### config.mk
export PLATFORM = sky130hd
export DESIGN_NAME = refresh_ctrl
export DESIGN_NICKNAME = d
export VERILOG_FILES = /design/src/rtl/rfc_pkg.sv /design/src/rtl/rfc_interval_timer.sv /design/src/rtl/rfc_sequencer.sv /design/src/rtl/rfc_row_counter.sv /design/src/rtl/refresh_ctrl.sv
export SDC_FILE = /design/constraint.sdc
export NUM_CORES = 1
export LEC_CHECK = 0
export BUFFER_PORTS_ARGS = -buffer_cell sky130_fd_sc_hd__buf_2
export CORE_ASPECT_RATIO = 0.9
export CORE_MARGIN = 2
export CORE_UTILIZATION = 50
export CTS_BUF_LIST = sky130_fd_sc_hd__clkbuf_4 sky130_fd_sc_hd__clkbuf_8
export DETAILED_ROUTE_END_ITERATION = 16
export GPL_ROUTABILITY_DRIVEN = 0
export PLACE_DENSITY = 0.79
export RECOVER_POWER = 25
export SYNTH_ARGS = -nofsm -noshare
export SYNTH_HDL_FRONTEND = slang
export SYNTH_SLANG_ARGS = --single-unit
### constraint.sdc
create_clock -name clk -period 2.05 [get_ports clk]
set_clock_uncertainty 0.2 [all_clocks]
set_input_delay 0.3075 -clock clk [delete_from_list [all_inputs] [get_ports clk]]
set_output_delay 0.3075 -clock clk [all_outputs]
set_load 0.01 [all_outputs]
### src/rtl/rfc_pkg.sv
package rfc_pkg;

  typedef enum logic [1:0] {
    SEQ_IDLE = 2'd0,
    SEQ_ASK  = 2'd1,
    SEQ_RUN  = 2'd2
  } seq_state_e;

  localparam int SHORT_US = 13;
  localparam int LONG_US  = 15;

  function automatic int interval_cycles(input int mhz, input logic long_sel);
    return mhz * (long_sel ? LONG_US : SHORT_US);
  endfunction

endpackage

### src/rtl/rfc_interval_timer.sv
module rfc_interval_timer #(
  parameter int CLK_MHZ = 25,
  localparam int CNT_W = $clog2(rfc_pkg::LONG_US * CLK_MHZ + 1)
) (
  input  logic clk,
  input  logic rst,
  input  logic long_sel,
  output logic tick
);
  localparam logic [CNT_W-1:0] LAST_SHORT =
    CNT_W'(rfc_pkg::interval_cycles(CLK_MHZ, 1'b0) - 1);
  localparam logic [CNT_W-1:0] LAST_LONG =
    CNT_W'(rfc_pkg::interval_cycles(CLK_MHZ, 1'b1) - 1);

  logic [CNT_W-1:0] cnt;
  logic [CNT_W-1:0] last;

  always_comb begin
    last = long_sel ? LAST_LONG : LAST_SHORT;
    tick = (cnt >= last);
  end

  always_ff @(posedge clk) begin
    if (rst)       cnt <= '0;
    else if (tick) cnt <= '0;
    else           cnt <= cnt + 1'b1;
  end
endmodule

### src/rtl/rfc_sequencer.sv
module rfc_sequencer #(
  parameter int ACT_CYCLES = 4,
  localparam int AC_W = (ACT_CYCLES > 1) ? $clog2(ACT_CYCLES) : 1
) (
  input  logic clk,
  input  logic rst,
  input  logic tick,
  input  logic refresh_disable,
  input  logic ext_refresh,
  input  logic rf_gnt,
  output logic rf_req,
  output logic rf_active,
  output logic intv_flag,
  output logic done
);
  import rfc_pkg::*;

  localparam logic [AC_W-1:0] LAST = AC_W'(ACT_CYCLES - 1);

  seq_state_e state, state_nxt;
  logic [AC_W-1:0] act_cnt;
  logic int_want, ext_want, take;

  always_comb begin
    int_want  = intv_flag & ~refresh_disable;
    ext_want  = ext_refresh & refresh_disable;
    take      = (state == SEQ_ASK) & rf_gnt;
    done      = (state == SEQ_RUN) & (act_cnt == LAST);
    rf_req    = (state == SEQ_ASK);
    rf_active = (state == SEQ_RUN);
    state_nxt = state;
    case (state)
      SEQ_IDLE: if (int_want | ext_want) state_nxt = SEQ_ASK;
      SEQ_ASK:  if (rf_gnt)              state_nxt = SEQ_RUN;
      SEQ_RUN:  if (done)                state_nxt = SEQ_IDLE;
      default:                           state_nxt = SEQ_IDLE;
    endcase
  end

  always_ff @(posedge clk) begin
    if (rst) begin
      state     <= SEQ_IDLE;
      act_cnt   <= '0;
      intv_flag <= 1'b0;
    end else begin
      state <= state_nxt;
      if (state == SEQ_RUN && !done) act_cnt <= act_cnt + 1'b1;
      else                           act_cnt <= '0;
      if (tick)      intv_flag <= 1'b1;
      else if (take) intv_flag <= 1'b0;
    end
  end
endmodule

### src/rtl/rfc_row_counter.sv
module rfc_row_counter #(
  parameter int ROWS = 512,
  localparam int ROW_W = (ROWS > 1) ? $clog2(ROWS) : 1
) (
  input  logic             clk,
  input  logic             rst,
  input  logic             clr,
  input  logic             inc,
  output logic [ROW_W-1:0] row
);
  logic [ROW_W-1:0] row_step;

  generate
    if ((1 << ROW_W) == ROWS) begin : g_pow2
      always_comb row_step = row + 1'b1;
    end else begin : g_cmp
      localparam logic [ROW_W-1:0] TOP = ROW_W'(ROWS - 1);
      always_comb row_step = (row == TOP) ? '0 : row + 1'b1;
    end
  endgenerate

  always_ff @(posedge clk) begin
    if (rst || clr) row <= '0;
    else if (inc)   row <= row_step;
  end
endmodule

### src/rtl/refresh_ctrl.sv
module refresh_ctrl #(
  parameter int CLK_MHZ    = 25,
  parameter int ROWS       = 512,
  parameter int ACT_CYCLES = 4,
  localparam int ROW_W = (ROWS > 1) ? $clog2(ROWS) : 1
) (
  input  logic             clk,
  input  logic             rst,
  input  logic             cfg_status_sel,
  input  logic             cfg_long_interval,
  input  logic             refresh_disable,
  input  logic             ext_refresh,
  input  logic             rf_gnt,
  output logic             rf_req,
  output logic             rf_active,
  output logic             status_out,
  output logic [ROW_W-1:0] row_addr
);
  logic tick, intv_flag, done, row_clr;

  rfc_interval_timer #(.CLK_MHZ(CLK_MHZ)) u_timer (
    .clk      (clk),
    .rst      (rst),
    .long_sel (cfg_long_interval),
    .tick     (tick)
  );

  rfc_sequencer #(.ACT_CYCLES(ACT_CYCLES)) u_seq (
    .clk             (clk),
    .rst             (rst),
    .tick            (tick),
    .refresh_disable (refresh_disable),
    .ext_refresh     (ext_refresh),
    .rf_gnt          (rf_gnt),
    .rf_req          (rf_req),
    .rf_active       (rf_active),
    .intv_flag       (intv_flag),
    .done            (done)
  );

  assign row_clr = ext_refresh & ~refresh_disable;

  rfc_row_counter #(.ROWS(ROWS)) u_rows (
    .clk (clk),
    .rst (rst),
    .clr (row_clr),
    .inc (done),
    .row (row_addr)
  );

  // status is a decode of registered state only
  assign status_out = cfg_status_sel ? (rf_req | rf_active) : intv_flag;
endmodule

==> metrics.txt <==
Fill cells=198; total core area=2222 µm²; 1st-pass router iterations=4; Port Buffer Count=18; Worst setup EP type=output port; DIE AREA=~2800 µm²; DR DRC count=0; Worst Hold Margin=between 30 and 40 ps; commonest cells after routing, fill and taps aside=21 x dfxtp_1, 12 x buf_2, 10 x inv_1, 10 x ha_1; CP delay by family, top=flip-flops; CTS tree=yes; Slew HR=0.7492; # Max-Cap Violations=0; die span in x=55.59 µm; #FFs+latches synth=23; post_cts resized=0; fin crit period=between 1500 and 2000 ps; Hold-fix buffers, CTS=0; largest net degree at the start of global routing=14; worst slack, placed=approximately 170 ps; number of global-route vias before repair=900; commonest non-fill, non-tap cell in the layout=dfxtp_1; P_sw=slightly below 0.4 mW; Avg Vias per Cell=between 5 and 6; Cell variety after synth=36; register-to-register setup slack=approximately 260 ps; Static Leak=0.5743 nW; crit path launch type=flip-flop; Layout area overhead=10.03%; GRT Overall Usage=0.1726; Post-Syn Instances=128; clock network power share=0.186; Worst EP required=between 1500 and 2000 ps; Detail Route Antenna Nets=0; WP buf/inv=2; setup bufs post-CTS=0; Tcrit/Tclk final=0.9517; routed vias=around 980; final worst setup slack=~100 ps; first-pass GRT wire length=3781 µm; share of layout cells above drive strength 1=0.2095; sequential share of the synthesized area=0.3845; clk_lat worst skew=between 300 and 400 ps; post-synthesis average cell area=about 9.4 µm²; Tightest Hold Check Type=input port to flip-flop; Clock transition at path regs=about 130 ps; CP Class=flip-flop to output port; Internal=between 0.7 and 0.8 mW; H-Tree Depth=1; RSZ-0062 raised after global routing=false; Num CTS Buffers=3; CTS Buffer Depth=2; YS warnings=0; crit-path cells=inv_1, ha_1, mux2_2, buf_2; Worst-Margin Slew=between 300 and 400 ps; grt total ovfl=0; Fin Setup TNS=0 ps; clock root cell=clkbuf_4; hpwl dp=1749 µm; nets@finish=roughly 170; Slew Limit Fails=0; Switching Fraction=0.3390; Max Freq=a little over 500 MHz; maximum resistive drop on vdd=between 0.4 and 0.5 mV; sequential cell area=around 460 µm²; Die Y=approximately 50 µm; routed wire length=about 2300 µm; status=complete, no violations; Seq pwr share=0.491; # clock sinks=23; DR WL/cell=about 13 µm; Synth Cell Area=about 1200 µm²; Comb pwr share=0.323; initial antenna violation count=0; # IOs=19; Critical Path AT=1440 ps; final setup violation count=0; slowest stage cell, crit path=dfxtp_2; Synthesized Nets=between 100 and 150; Initial Util=0.5389; Antenna diodes=0; Pwr Density=approximately 860 nW/µm²; area of the multi-input gates=~660 µm²; Max stage delay on crit path=about 370 ps; # rows=16; endpoints failing hold=0; Crit Path Max Fanout=3; starting DRC count in detailed routing=24
kinds of logic after synthesis:
group,synth area share
flops,0.3845
compound gates,0.1045
buf+inv,0.06583
fa+ha+maj,0.1045
mux,0.02612
xor+xnor,0.09509
simple gates,0.2194
layout make-up:
type,count,share of cell area
Inverter,10,0.02849
Sequential cell,23,0.3514
Clock inverter,1,0.003799
Timing Repair Buffer,20,0.07407
Tap cell,27,0.02564
Clock buffer,3,0.01709
Multi-Input combinational cell,91,0.4995
Yosys cell counts:
library cell / n / area (µm²)
o21ai_0: 4 / 20.02
a31oi_1: 2 / 12.51
nor3_1: 2 / 10.01
mux2_2: 1 / 11.26
a21boi_0: 1 / 7.510
nand3_1: 5 / 25.02
nand2_1: 6 / 22.52
nor2b_4: 1 / 13.76
xnor2_1: 4 / 35.03
inv_1: 10 / 37.54
or3_1: 2 / 12.51
a211o_2: 1 / 10.01
and3b_1: 1 / 8.760
nor2_2: 7 / 43.79
buf_6: 2 / 22.52
dfxtp_1: 23 / 460.4
nor2b_1: 1 / 6.260
nor2_1: 9 / 33.78
and4_1: 2 / 17.52
ha_1: 10 / 125.1
buf_8: 1 / 15.01
nor3b_1: 1 / 7.510
clkbuf_1: 1 / 3.750
a211o_1: 1 / 8.760
o32a_1: 1 / 10.01
xor2_1: 9 / 78.83
a21oi_1: 5 / 25.02
a211oi_1: 1 / 7.510
nor2_4: 1 / 11.26
nor4_1: 1 / 6.260
a21o_1: 2 / 15.01
mux2i_1: 2 / 20.02
nand2b_1: 1 / 6.260
a221oi_1: 1 / 8.760
and3_1: 2 / 12.51
nand4_1: 4 / 25.02
state kept, by name, indices dropped and copies added (netlist names):
signal / flops
u_seq.act_cnt: 2
u_seq.state: 2
u_timer.cnt: 9
u_seq.intv_flag: 1
u_rows.row: 9
per-stage QoR:
step	power [mW]	instance area [µm²]	util	cells
2_1_floorplan	0.8242	1197	-	128
3_3_place_gp	0.8961	1295	0.5828	171
3_5_place_dp	0.9274	1295	0.5828	171
4_1_cts	1.139	1323	0.5952	175
5_1_grt	1.212	1318	0.5929	175
6_report	1.134	1318	0.5929	175
metal layers:
metal | up-vias | global-route usage | part of all wire
li1 | 477 | - | -
met1 | 466 | 0.1789 | 0.42
met2 | 35 | 0.3433 | 0.53
met3 | 4 | 0.04897 | 0.050
met4 | 0 | 0.03659 | 0.0034
met5 | - | 0 | 0
power groups by stage:
stage / Clock [mW] / Sequential [mW] / Combinational [mW]
4_1_cts: 0.218 / 0.552 / 0.369
5_1_grt: 0.236 / 0.564 / 0.411
6_report: 0.211 / 0.557 / 0.366
3_5_place_dp: 0 / 0.558 / 0.369
2_1_floorplan: 0 / 0.550 / 0.274
3_3_place_gp: 0 / 0.557 / 0.339
worst paths after layout:
kind	startpoint	to	depth (start not counted)
setup / recovery	u_seq.state[1]	status_out	4
hold / removal	rst	u_seq.state[1]	2
setup reg to reg	u_timer.cnt[5]	u_timer.cnt[5]	5
hold reg to reg	u_seq.act_cnt[0]	u_seq.act_cnt[0]	1
worst reg2reg max path, stage by stage (launching register included):
cell and delay [ps]:
dfxtp_1 370, ha_1 230, a211o_1 300, o32a_1 330
buf_4 200, nor2_2 120
No activity file was read; power rests on OpenSTA's default activity.
